--- src/rtl/byp_fifo_pkg.sv ---
package byp_fifo_pkg;

    typedef enum logic [1:0] {
        SRC_NONE = 2'd0,
        SRC_MEM  = 2'd1,
        SRC_BYP  = 2'd2
    } rd_src_e;

    typedef struct packed {
        logic    mem_wr;
        logic    mem_rd;
        rd_src_e src;
        logic    under_err;
        logic    over_err;
    } fifo_op_t;

    // Resolve one cycle's requests against the state at cycle start.
    function automatic fifo_op_t decode_op(logic wr, logic rd, logic is_empty, logic is_full);
        fifo_op_t op;
        logic     pass;
        pass         = rd && is_empty && wr;
        op.mem_rd    = rd && !is_empty;
        op.mem_wr    = wr && !is_full && !pass;
        op.under_err = rd && is_empty && !wr;
        op.over_err  = wr && is_full;
        if (op.mem_rd)    op.src = SRC_MEM;
        else if (pass)    op.src = SRC_BYP;
        else              op.src = SRC_NONE;
        return op;
    endfunction

endpackage

--- src/rtl/byp_fifo_ptr.sv ---
module byp_fifo_ptr #(
    parameter int DEPTH = 4,
    parameter int PW    = 2
) (
    input  logic          clk,
    input  logic          rst,
    input  logic          adv,
    output logic [PW-1:0] ptr
);
    localparam logic [PW-1:0] LAST = PW'(DEPTH - 1);

    logic [PW-1:0] ptr_q;

    always_ff @(posedge clk) begin
        if (rst) begin
            ptr_q <= '0;
        end else if (adv) begin
            ptr_q <= (ptr_q == LAST) ? '0 : ptr_q + PW'(1);
        end
    end

    assign ptr = ptr_q;
endmodule

--- src/rtl/byp_fifo_mem.sv ---
module byp_fifo_mem #(
    parameter int DEPTH = 4,
    parameter int W     = 8,
    parameter int AW    = 2
) (
    input  logic          clk,
    input  logic          rst,
    input  logic          we,
    input  logic [AW-1:0] waddr,
    input  logic [W-1:0]  wdata,
    input  logic [AW-1:0] raddr,
    output logic [W-1:0]  rdata
);
    logic [W-1:0] cells [DEPTH];

    for (genvar i = 0; i < DEPTH; i++) begin : g_cell
        always_ff @(posedge clk) begin
            if (rst) begin
                cells[i] <= '0;
            end else if (we && (waddr == AW'(i))) begin
                cells[i] <= wdata;
            end
        end
    end

    assign rdata = cells[raddr];
endmodule

--- src/rtl/byp_fifo_cnt.sv ---
module byp_fifo_cnt #(
    parameter int DEPTH = 4,
    parameter int CW    = 3
) (
    input  logic          clk,
    input  logic          rst,
    input  logic          inc,
    input  logic          dec,
    output logic [CW-1:0] level,
    output logic          is_empty,
    output logic          is_full
);
    logic [CW-1:0] level_q;

    always_ff @(posedge clk) begin
        if (rst) begin
            level_q <= '0;
        end else begin
            unique case ({inc, dec})
                2'b10:   level_q <= level_q + CW'(1);
                2'b01:   level_q <= level_q - CW'(1);
                default: level_q <= level_q;
            endcase
        end
    end

    assign level    = level_q;
    assign is_empty = (level_q == '0);
    assign is_full  = (level_q == CW'(DEPTH));
endmodule

--- src/rtl/byp_fifo.sv ---
module byp_fifo
    import byp_fifo_pkg::*;
#(
    parameter int DEPTH = 4,
    parameter int W     = 8
) (
    input  logic         clk,
    input  logic         rst,
    input  logic         wr_en,
    input  logic [W-1:0] wr_data,
    input  logic         rd_en,
    output logic [W-1:0] rd_data,
    output logic         rd_valid,
    output logic         empty,
    output logic         full,
    output logic         underflow_err,
    output logic         overflow_err
);
    localparam int PW = (DEPTH > 1) ? $clog2(DEPTH) : 1;
    localparam int CW = $clog2(DEPTH + 1);

    fifo_op_t      op;
    logic          is_empty;
    logic          is_full;
    logic [CW-1:0] level;
    logic [PW-1:0] wptr;
    logic [PW-1:0] rptr;
    logic [W-1:0]  mem_rdata;

    byp_fifo_cnt #(.DEPTH(DEPTH), .CW(CW)) u_cnt (
        .clk      (clk),
        .rst      (rst),
        .inc      (op.mem_wr),
        .dec      (op.mem_rd),
        .level    (level),
        .is_empty (is_empty),
        .is_full  (is_full)
    );

    always_comb op = decode_op(wr_en, rd_en, is_empty, is_full);

    byp_fifo_ptr #(.DEPTH(DEPTH), .PW(PW)) u_wptr (
        .clk (clk),
        .rst (rst),
        .adv (op.mem_wr),
        .ptr (wptr)
    );

    byp_fifo_ptr #(.DEPTH(DEPTH), .PW(PW)) u_rptr (
        .clk (clk),
        .rst (rst),
        .adv (op.mem_rd),
        .ptr (rptr)
    );

    byp_fifo_mem #(.DEPTH(DEPTH), .W(W), .AW(PW)) u_mem (
        .clk   (clk),
        .rst   (rst),
        .we    (op.mem_wr),
        .waddr (wptr),
        .wdata (wr_data),
        .raddr (rptr),
        .rdata (mem_rdata)
    );

    assign rd_data       = (op.src == SRC_BYP) ? wr_data : mem_rdata;
    assign rd_valid      = (op.src != SRC_NONE);
    assign empty         = is_empty;
    assign full          = is_full;
    assign underflow_err = op.under_err;
    assign overflow_err  = op.over_err;

    logic unused_level;
    assign unused_level = ^level;
endmodule

--- config.mk ---
export PLATFORM = sky130hd
export DESIGN_NAME = byp_fifo
export DESIGN_NICKNAME = d
export VERILOG_FILES = /design/src/rtl/byp_fifo_pkg.sv /design/src/rtl/byp_fifo_ptr.sv /design/src/rtl/byp_fifo_mem.sv /design/src/rtl/byp_fifo_cnt.sv /design/src/rtl/byp_fifo.sv
export SDC_FILE = /design/constraint.sdc
export NUM_CORES = 1
export LEC_CHECK = 0
export ABC_AREA = 1
export ABC_CLOCK_PERIOD_IN_PS = 2000
export BUFFER_PORTS_ARGS = -buffer_cell sky130_fd_sc_hd__buf_2
export CORE_MARGIN = 4
export CORE_UTILIZATION = 50
export DETAILED_ROUTE_END_ITERATION = 8
export PLACE_DENSITY_LB_ADDON = 0.15
export SYNTH_ARGS = -nofsm -noshare
export SYNTH_HDL_FRONTEND = slang
export SYNTH_SLANG_ARGS = --single-unit
--- constraint.sdc ---
create_clock -name clk -period 2 [get_ports clk]
set_input_delay 0.3 -clock clk [delete_from_list [all_inputs] [get_ports clk]]
set_output_delay 0.3 -clock clk [all_outputs]
set_load 0.05 [all_outputs]
==> impl_metrics.tcl <==
set metrics [dict create \
    rows 23 \
    design_area_sq_um 2440 \
    max-cap-violations 0 \
    crit_type "reg -> out" \
    slew_viol_final 0 \
    power.density_nw_per_um2 1460 \
    max_freq_mhz 524 \
    path_max_fanout 9 \
    grt_max_degree 18 \
    cp.required_ns 1.70 \
    period_minus_slack_ns 1.91 \
    post-route-period-util 0.955 \
    tightestPinTransition_ns 0.452 \
    synthXorXnorAreaFrac 0 \
    antenna_cells 0 \
    htreeDepth 2 \
    routedWlPerCell_microns 13.9 \
    critical-path-max-stage-delay_ns 0.34 \
    cp.arrival_ns 1.61 \
    setup_violations 0 \
    place_area_sq_um 2300 \
    worst-path-buf-inv 3 \
    clockBufferDepth 2 \
    outcome "complete, no violations" \
    via_count 1586 \
    synth_compound_gate_area_share 0.0943 \
    synth-simple-area-share 0.262 \
    area_growth_pct 14.9 \
    yosysSeqAreaShare 0.538 \
    grt_first_pass_wirelength_microns 6960 \
    mostFrequentLayoutCell "nor2_1" \
    synthAdderAreaFrac 0.0448 \
    dieArea_sq_um 5350 \
    placement.io_buffers 24 \
    layout_common_cells "nor2_1 (74), edfxtp_1 (32), nand2_1 (31), inv_1 (21), o21ai_0 (21)" \
    antenna_found_initial 0 \
    peakVddDrop_mv 0.941 \
    min_path_type "in -> reg" \
    clk_pin_slew_worst_paths_ns 0.07 \
    setup_slack_ns 0.0901 \
    cp-end-kind "output port" \
    synth.distinct_cells 23 \
    die_h_microns 73.1 \
    drcViolationCount 0 \
    power.leakage_uw 0.00109 \
    rrSetupSlack_ns 0.22 \
    cp_slowest_cell "dfxtp_2" \
    drt-total-wl_microns 4340 \
    synthCells 231 \
    grtUsageTotal 0.178 \
    dp_hpwl_microns 2970 \
    yosysWarnings 0 \
    final-instance-count-excl-fill 312 \
    fillers 368 \
    place_worst_setup_slack_ns 0.148 \
    root_buffer "clkbuf_8" \
    hold_viol 0 \
    ys_ff_latch 41 \
    fin_skew_ns 0.00608 \
    final_nets 280 \
    synth_top_family_by_area "simple AND/OR/NAND/NOR gates" \
    startpoint_type "flop" \
    start_util 0.523 \
    grt_pass1_vias 1492 \
    clk_latency_ns 0.29 \
    grt.overflow.total 0 \
    hold_buffers 0 \
    cts_made_buffers 5 \
    coreArea_sq_um 4060 \
    io_pins 25 \
    syn-cell-area_sq_um 2120 \
    slew_headroom 0.698 \
    clkSinkCount 41 \
    viasPerCell 5.08 \
    drtIter0Drc 115 \
    die_x_microns 73.1 \
    synth_nets 250 \
    critPathTopFamily "buffers and inverters" \
    drtPass1Iterations 4 \
    gp_congestion 0.748 \
    cts_setup_buffers 0 \
    cts_tree "yes" \
    postRouteAntennaNets 0 \
    layout-drive-gt1-share 0.240 \
    dp_cells 303 \
    synthMuxAreaShare 0 \
    path_cells "nor2_4 -> nand3_2 -> buf_4 -> inv_6 -> nand2_8 -> o21ai_2 -> buf_2" \
    syn_avg_cell_area_sq_um 9.19 \
]
final cells by class:
cell class / instances / area (sq um) / share of cell area
Clock buffer: 5 / 68.8 / 0.0282
Tap cell: 50 / 62.6 / 0.0257
Clock inverter: 3 / 17.5 / 0.00719
Timing Repair Buffer: 28 / 171 / 0.0703
Sequential cell: 41 / 1140 / 0.470
Multi-Input combinational cell: 161 / 877 / 0.360
Inverter: 24 / 95.1 / 0.0390
cells in the mapped netlist:
library cell | n | share of area
inv_4 | 1 | 0.0029
clkbuf_2 | 1 | 0.0024
edfxtp_1 | 32 | 0.45
o21ai_2 | 8 | 0.033
nor2_4 | 1 | 0.0053
buf_6 | 1 | 0.0053
a21oi_1 | 5 | 0.012
nand2_1 | 31 | 0.055
buf_2 | 4 | 0.0094
inv_2 | 1 | 0.0018
nand2_4 | 2 | 0.011
o21ai_0 | 21 | 0.050
nand3_1 | 3 | 0.0071
fa_1 | 1 | 0.0094
nand3_2 | 1 | 0.0047
nor2_8 | 1 | 0.0094
dfxtp_1 | 9 | 0.085
ha_1 | 6 | 0.035
nor2_1 | 74 | 0.13
nand3b_1 | 1 | 0.0035
nand3_4 | 4 | 0.033
inv_1 | 22 | 0.039
nand2_2 | 1 | 0.0029
worst register-to-register path, stage by stage (launching register included):
cell and delay [ns]:
dfxtp_2 0.34, nor2_4 0.15, nand2_2 0.11, nand3_1 0.13, ha_2 0.19, inv_1 0.06, fa_2 0.34, nand2_1 0.07
nand3_1 0.08, o21ai_0 0.16, a21oi_1 0.06
kinds of logic (layout without fill, tap and decap cells):
kind of cell | count (synthesis) | count (layout)
flops | 41 | 41
fa+ha+maj | 7 | 7
simple gates | 119 | 120
compound gates | 34 | 34
buf+inv | 30 | 60
per-layer routing:
layer,vias up,part of all wire,global-route usage
met3,7,0.086,0.0455
met1,714,0.42,0.224
met2,56,0.48,0.291
met4,0,0.021,0.0717
li1,809,-,-
met5,-,0,0
final timing paths:
| kind | start | end | depth (start not counted) |
|---|---|---|---|
| setup / recovery | u_cnt.level[0] | rd_data[1] | 7 |
| hold / removal | rst | u_wptr.ptr[0] | 2 |
| setup reg to reg | u_cnt.level[0] | u_cnt.level[2] | 10 |
| hold reg to reg | u_rptr.ptr[1] | u_rptr.ptr[1] | 2 |
flip-flops by register name, indices dropped and copies added, names as in the netlist, named ones only:
name         flops
u_rptr.ptr       2
u_cnt.level      3
u_wptr.ptr       2
u_mem.cells     32
report_power, final:
| group | switching [uW] | internal [uW] |
|---|---|---|
| Combinational | 1320 | 555 |
| Clock | 282 | 241 |
| Sequential | 75.7 | 1090 |
timing repair:
action,in CTS,in global routing
resized for setup,2,18
endpoints found under the setup margin,2,10
endpoints found under the hold margin,0,0
cloned,0,1
stage by stage:
stage                     power, uW   util  hold WS [ns]  setup TNS [ns]
after floorplan                2580      -         0.369               0
after global placement         2930  0.566         0.473               0
after detailed placement       2950  0.566         0.483               0
after CTS                      3490  0.589         0.168               0
after global routing           3830  0.601         0.176         -0.0110
final                          3570  0.601         0.172               0
Note: power is estimated with default switching activity, not from simulation.
